**src/rtl/lcdCtrlPkg.sv**
```systemverilog
package lcdCtrlPkg;
  // control field positions (decoded by software)
  localparam int EN_BIT   = 0;
  localparam int IE_LO    = 2;
  localparam int IE_W     = 5;
  localparam int IE_VSYNC = 2;
  localparam int IE_DONE  = 3;
  localparam int IE_PAL   = 4;
  localparam int IE_LINEN = 5;
  localparam int IE_LINE  = 6;
  localparam int TFT_BIT  = 7;
  localparam int LM_LO    = 20;
  localparam int LM_W     = 2;
  localparam logic [LM_W-1:0] LM_PALETTE_ONLY = 2'd1;

  // status bit positions
  localparam int ST_DONE  = 0;
  localparam int ST_VSYNC = 1;
  localparam int ST_SYNCL = 2;
  localparam int ST_ACB   = 3;
  localparam int ST_LINE  = 4;
  localparam int ST_UFL   = 5;
  localparam int ST_PAL   = 6;
  localparam int ST_W     = 7;

  typedef enum logic [1:0] {SeqIdle = 2'd0, SeqRun = 2'd1, SeqDrain = 2'd2} seqState_t;

  typedef struct packed {
    logic active;      // scanning, including the wind-down
    logic reEnable;    // idle -> run transition this cycle
    logic disableClr;  // run -> drain transition this cycle
    logic doneSet;     // drain -> idle transition this cycle
  } seqStrobe_t;
endpackage

```
**src/rtl/lcdSeq.sv**
```systemverilog
module lcdSeq
  import lcdCtrlPkg::*;
(
  input  logic       clk,
  input  logic       rstN,
  input  logic       ctrlWr,
  input  logic       enReq,
  input  logic       frameEnd,
  output seqStrobe_t strobe
);
  seqState_t state, stateNext;

  always_comb begin
    stateNext = state;
    strobe = '0;
    strobe.active = (state != SeqIdle);
    unique case (state)
      SeqIdle: if (ctrlWr && enReq) begin
        stateNext = SeqRun;
        strobe.reEnable = 1'b1;
      end
      SeqRun: if (ctrlWr && !enReq) begin
        stateNext = SeqDrain;
        strobe.disableClr = 1'b1;
      end
      SeqDrain: begin
        if (ctrlWr && enReq) begin
          stateNext = SeqRun;
        end else if (frameEnd) begin
          stateNext = SeqIdle;
          strobe.doneSet = 1'b1;
        end
      end
      default: stateNext = SeqIdle;
    endcase
  end

  always_ff @(posedge clk) begin
    if (!rstN) state <= SeqIdle;
    else       state <= stateNext;
  end

  // a disable write while running keeps scanning alive
  a_r4_drain_active: assert property (@(posedge clk) disable iff (!rstN)
    (state == SeqRun && ctrlWr && !enReq) |=> strobe.active);

  // re-enable during the wind-down returns to running
  a_r10_cancel_drain: assert property (@(posedge clk) disable iff (!rstN)
    (state == SeqDrain && ctrlWr && enReq) |=> (state == SeqRun));
endmodule

```
**src/rtl/lcdRegs.sv**
```systemverilog
module lcdRegs
  import lcdCtrlPkg::*;
#(
  parameter int DATA_W = 32
)(
  input  logic              clk,
  input  logic              rstN,
  input  logic              ctrlWr,
  input  logic              stsWr,
  input  logic              selCtrl,
  input  logic              selSts,
  input  logic [DATA_W-1:0] regWdata,
  input  logic [ST_W-1:1]   evVec,
  input  seqStrobe_t        strobe,
  output logic [DATA_W-1:0] regRdata,
  output logic              panelTft,
  output logic [LM_W-1:0]   loadMode,
  output logic              irq
);
  localparam logic [DATA_W-1:0] CTRL_MASK = DATA_W'(
      (1 << EN_BIT) | (((1 << IE_W) - 1) << IE_LO) | (1 << TFT_BIT) |
      (((1 << LM_W) - 1) << LM_LO));

  logic [DATA_W-1:0] ctrlReg;
  logic [ST_W-1:0]   status, setVec, clrVec;

  always_ff @(posedge clk) begin
    if (!rstN)       ctrlReg <= '0;
    else if (ctrlWr) ctrlReg <= regWdata & CTRL_MASK;
  end

  assign loadMode = ctrlReg[LM_LO +: LM_W];
  assign panelTft = ctrlReg[TFT_BIT];

  always_comb begin
    setVec = {evVec & {(ST_W-1){strobe.active}}, strobe.doneSet};
    clrVec = '0;
    clrVec[ST_DONE]  = strobe.reEnable;
    clrVec[ST_VSYNC] = stsWr && regWdata[ST_VSYNC];
    clrVec[ST_ACB]   = stsWr && regWdata[ST_ACB];
    clrVec[ST_LINE]  = stsWr && regWdata[ST_LINE];
    clrVec[ST_SYNCL] = strobe.disableClr;
    clrVec[ST_UFL]   = strobe.disableClr;
    clrVec[ST_PAL]   = strobe.disableClr ||
                       (stsWr && regWdata[ST_PAL] && loadMode == LM_PALETTE_ONLY);
  end

  always_ff @(posedge clk) begin
    if (!rstN) status <= '0;
    else       status <= setVec | (status & ~clrVec);
  end

  always_comb begin
    irq = (status[ST_DONE]  && ctrlReg[IE_DONE])  ||
          (status[ST_VSYNC] && ctrlReg[IE_VSYNC]) ||
          (status[ST_PAL]   && ctrlReg[IE_PAL])   ||
          (status[ST_LINE]  && ctrlReg[IE_LINE])  ||
          (!status[ST_LINE] && ctrlReg[IE_LINEN]) ||
          status[ST_SYNCL] || status[ST_UFL];
  end

  always_comb begin
    regRdata = '0;
    if (selCtrl)     regRdata = ctrlReg;
    else if (selSts) regRdata = DATA_W'(status);
  end

  // while idle, only status writes may alter the event bits
  a_r3_idle_frozen: assert property (@(posedge clk) disable iff (!rstN)
    (!strobe.active && !stsWr) |=> $stable(status[ST_W-1:1]));

  // done holds until re-enable
  a_r5_done_holds: assert property (@(posedge clk) disable iff (!rstN)
    (status[ST_DONE] && !strobe.reEnable) |=> status[ST_DONE]);

  // disable clears sync lost unless a new one arrives
  a_r7_synclost_cleared: assert property (@(posedge clk) disable iff (!rstN)
    (strobe.disableClr && !evVec[ST_SYNCL]) |=> !status[ST_SYNCL]);

  // outside palette-only mode a status write keeps palette loaded
  a_r8_palette_kept: assert property (@(posedge clk) disable iff (!rstN)
    (stsWr && loadMode != LM_PALETTE_ONLY && !strobe.disableClr && status[ST_PAL])
      |=> status[ST_PAL]);

  // error bits always reach the interrupt
  a_r9_errors_reported: assert property (@(posedge clk) disable iff (!rstN)
    (status[ST_SYNCL] || status[ST_UFL]) |-> irq);
endmodule

```
**src/rtl/lcdCtrlStatus.sv**
```systemverilog
module lcdCtrlStatus
  import lcdCtrlPkg::*;
#(
  parameter int DATA_W    = 32,
  parameter int ADDR_W    = 4,
  parameter int CTRL_ADDR = 0,
  parameter int STAT_ADDR = 1
)(
  input  logic              clk,
  input  logic              rstN,
  input  logic [ADDR_W-1:0] regAddr,
  input  logic              regWe,
  input  logic [DATA_W-1:0] regWdata,
  output logic [DATA_W-1:0] regRdata,
  input  logic              evVsync,
  input  logic              evSyncLost,
  input  logic              evAcBias,
  input  logic              evLine,
  input  logic              evUnderflow,
  input  logic              evPalette,
  input  logic              frameEnd,
  output logic              scanActive,
  output logic              panelTft,
  output logic [1:0]        loadMode,
  output logic              irq
);
  logic selCtrl, selSts, ctrlWr, stsWr;
  logic [ST_W-1:1] evVec;
  seqStrobe_t strobe;

  always_comb begin
    selCtrl = (regAddr == ADDR_W'(CTRL_ADDR));
    selSts  = (regAddr == ADDR_W'(STAT_ADDR));
    ctrlWr  = regWe && selCtrl;
    stsWr   = regWe && selSts;
    evVec   = '0;
    evVec[ST_VSYNC] = evVsync;
    evVec[ST_SYNCL] = evSyncLost;
    evVec[ST_ACB]   = evAcBias;
    evVec[ST_LINE]  = evLine;
    evVec[ST_UFL]   = evUnderflow;
    evVec[ST_PAL]   = evPalette;
  end

  lcdSeq u_seq (
    .clk(clk), .rstN(rstN), .ctrlWr(ctrlWr), .enReq(regWdata[EN_BIT]),
    .frameEnd(frameEnd), .strobe(strobe)
  );

  lcdRegs #(.DATA_W(DATA_W)) u_regs (
    .clk(clk), .rstN(rstN), .ctrlWr(ctrlWr), .stsWr(stsWr),
    .selCtrl(selCtrl), .selSts(selSts), .regWdata(regWdata), .evVec(evVec),
    .strobe(strobe), .regRdata(regRdata), .panelTft(panelTft),
    .loadMode(loadMode), .irq(irq)
  );

  assign scanActive = strobe.active;
endmodule

```
**config.mk**
```make
export PLATFORM = sky130hd
export DESIGN_NAME = lcdCtrlStatus
export DESIGN_NICKNAME = d
export VERILOG_FILES = /design/src/rtl/lcdCtrlPkg.sv /design/src/rtl/lcdSeq.sv /design/src/rtl/lcdRegs.sv /design/src/rtl/lcdCtrlStatus.sv
export SDC_FILE = /design/constraint.sdc
export NUM_CORES = 1
export LEC_CHECK = 0
export BUFFER_PORTS_ARGS = -buffer_cell sky130_fd_sc_hd__buf_2
export CAP_MARGIN = 40
export CORE_UTILIZATION = 42
export CTS_CLUSTER_SIZE = 8
export DETAILED_ROUTE_END_ITERATION = 12
export PLACE_DENSITY = 0.84
export SETUP_SLACK_MARGIN = 0.15
export SYNTH_ARGS = -nofsm -noshare
export SYNTH_HDL_FRONTEND = slang
export SYNTH_SLANG_ARGS = --single-unit
```
**constraint.sdc**
```tcl
create_clock -name clk -period 3.56 [get_ports clk]
set_input_delay 0.178 -clock clk [delete_from_list [all_inputs] [get_ports clk]]
set_output_delay 0.178 -clock clk [all_outputs]
set_load 0.005 [all_outputs]
```
==> metrics.txt <==
Max clock buf depth 2; Simple-Gate Fraction of Synth Area 20.8%; Netlist cell types 29; # nets final 215; post-layout minimum cycle time 1.59 ns; Post-Place Worst Slack 1.68 ns; Gates resized, CTS repair 0; sequential fraction of the synthesis area 33.1%; Die Area ~2800 um2; CTS root buf clkbuf_4; fillcell total 260; CTS H-tree depth 1; Die Y-Extent about 53 um; Boundary Pins 83; CTS tree yes; max layer used met4; CTS clk-pin slew, worst paths ~0.11 ns; wire per inst 12.4 um; Slew @ Worst Pin slightly below 0.8 ns; cts bufs inserted 3; Max VDD drop 0.000153 V; Remaining Overflow, GRT 0; met3 wire len roughly 130 um; drc violations 1; pin count of the biggest net entering global routing 24; Pleak 0.000538 uW; Core Box Area 2450 um2; Synth Area in XOR/XNOR 0%; DR WL met2 around 1200 um; syn avg cell area 8.05 um2; worst r2r path cells 3; Final HPWL DP 1820 um; global placement routability congestion between 0.8 and 0.9; max cap viols 0; Synth Instances 135; Hold Path Class input pin to register; layout cells sized above 1 27.4%; synth top area cells dfxtp_1, buf_4, a21oi_1, mux2i_1, o21ai_0; global-route wire length before repair about 3500 um; post-synthesis mux area share about 6.4%; worst skew pair latency 0.29 ns; Total Wirelength about 2400 um; synth warn 0; antenna viol nets, final 0; area post-placement 1190 um2; post-route clock period utilization between 40 and 50%; Pre-Repair DR Iteration Count 8; Starting Density approximately 44%; crit path from regAddr[0]; post-synthesis adder-cell area fraction 0%; Worst R2R Start u_seq.state[0]; Worst R2R Setup Slack 2.06 ns; share of the core filled with cells 50.0%; setup ws final 1.97 ns; total global routing track utilization roughly 17%; leading area contributor after synthesis dfxtp_1; CP Data Required Time 3.76 ns; CP Max Fanout 23; final hold violations 0; Post-CTS Setup Repair Bufs 0; Metal-1 WL 1090 um; quantity of hold-fixing buffers added after cts 0; post-synth top area share 33.1%; clk sinks 18; Setup crit end kind register; Rel. slew slack 47.7%; total number of vias 1010; worst reg2reg endpoint u_regs.status[6]; Synth Area in Compound Gates 19.9%; Chip Width about 53 um; antenna cells 0; setup violation total in the final timing report 0; row cnt 18; status complete, but fails checks; vias in the first global route 829; DRT iter0 DRCs 13; fmax 0.628 GHz; IO buf count 38; pwr/cell area 306 nW/um2; largest family of logic cells by synthesized area simple AND/OR/NAND/NOR gates; synthesized cell area between 1000 and 1500 um2; crit path to u_regs.status[6]; TNS Setup 0 ns; Final Instance Area 1230 um2; Worst Path Arrival 1.79 ns; Via-to-Cell Ratio 5.10; final non-filler cell total 198; Critical Path Source Type input pin; failing checks DRC; Syn-to-layout area delta 12.9%; Seq cells post-synth 18; initial antenna violation count 0; pins over their slew limit 0; Setup CP Type input pin to register; Inst Count DP 194; clock skew 0.00190 ns; RSZ-0062 raised after global routing false
-- final cells by class --
cell class | instances | area [um2] | area share [%]
Sequential cell | 18 | 360 | 29.4
Inverter | 2 | 7.51 | 0.612
Timing Repair Buffer | 38 | 190 | 15.5
Clock buffer | 4 | 36.3 | 2.96
Multi-Input combinational cell | 106 | 596 | 48.5
Tap cell | 30 | 37.5 | 3.06
-- where the power goes --
group	switching, uW	leakage (uW)	total (uW)	internal (uW)
Combinational	27.1	0.000371	42.7	15.6
Clock	65.3	0.0000210	128	62.3
Sequential	1.58	0.000145	205	203
-- registers in the layout, indices dropped and copies added, names as in the netlist --
register,count
u_seq.state,2
u_regs.ctrlReg,9
u_regs.status,7
-- worst max-delay path: stages --
cell	delay, ns
buf_2	0.36
clkinv_1	0.39
or4_1	0.60
a41o_1	0.25
-- per-layer routing --
layer | track usage (%) | vias up
met4 | 4.39 | 0
met3 | 3.45 | 4
met2 | 30.0 | 36
li1 | - | 501
met1 | 20.4 | 469
met5 | 0 | -
-- synth_stat cells (all sizes together) --
cell    number
and3b        1
a22oi        1
nor2         8
o22ai        1
nand2        7
dfxtp       18
mux2i        7
o21ai       14
nand3b       1
nor3b        4
nand3        9
a211oi       1
a41o         1
buf         25
nor4b        1
and3         1
or4          1
or3          1
clkbuf       5
a221oi       1
conb         1
or4b         2
or2          3
a311oi       3
a21oi       16
clkinv       2
-- cell usage in the layout (no fill, tap or decap), drive strengths merged, types with 2 or more instances in the layout --
master	instances
conb	22
clkbuf	4
clkinv	2
nor2	8
mux2i	7
or2	3
a311oi	3
dfxtp	18
nand2	7
nand3	9
buf	38
or4b	2
nor3b	4
o21ai	14
a21oi	16
-- cells by family after synthesis --
family,count (synthesis)
AOI/OAI and AO/OA,38
and+or+nand+nor,39
buffers and inverters,32
muxes,7
other,1
DFF,18
-- through the flow --
| step | hold WS (ns) | total power (uW) |
|---|---|---|
| 6_report | 0.0662 | 375 |
| 5_1_grt | 0.0637 | 387 |
| 4_1_cts | 0.0703 | 374 |
| 3_5_place_dp | 0.384 | 252 |
| 3_3_place_gp | 0.377 | 251 |
| 2_1_floorplan | 0.288 | 249 |
-- worst min-delay path by stage --
stage | start | depth (start not counted) | to | slack (ns)
2_1_floorplan | regWdata[1] | 1 | u_regs.status[1] | 0.29
4_1_cts | regWdata[1] | 2 | u_regs.status[1] | 0.07
5_1_grt | regWdata[1] | 2 | u_regs.status[1] | 0.06
3_5_place_dp | regWdata[1] | 2 | u_regs.status[1] | 0.38
3_3_place_gp | regWdata[1] | 2 | u_regs.status[1] | 0.38
6_report | regWdata[1] | 2 | u_regs.status[1] | 0.07
No activity file was read; power rests on OpenSTA's default activity.
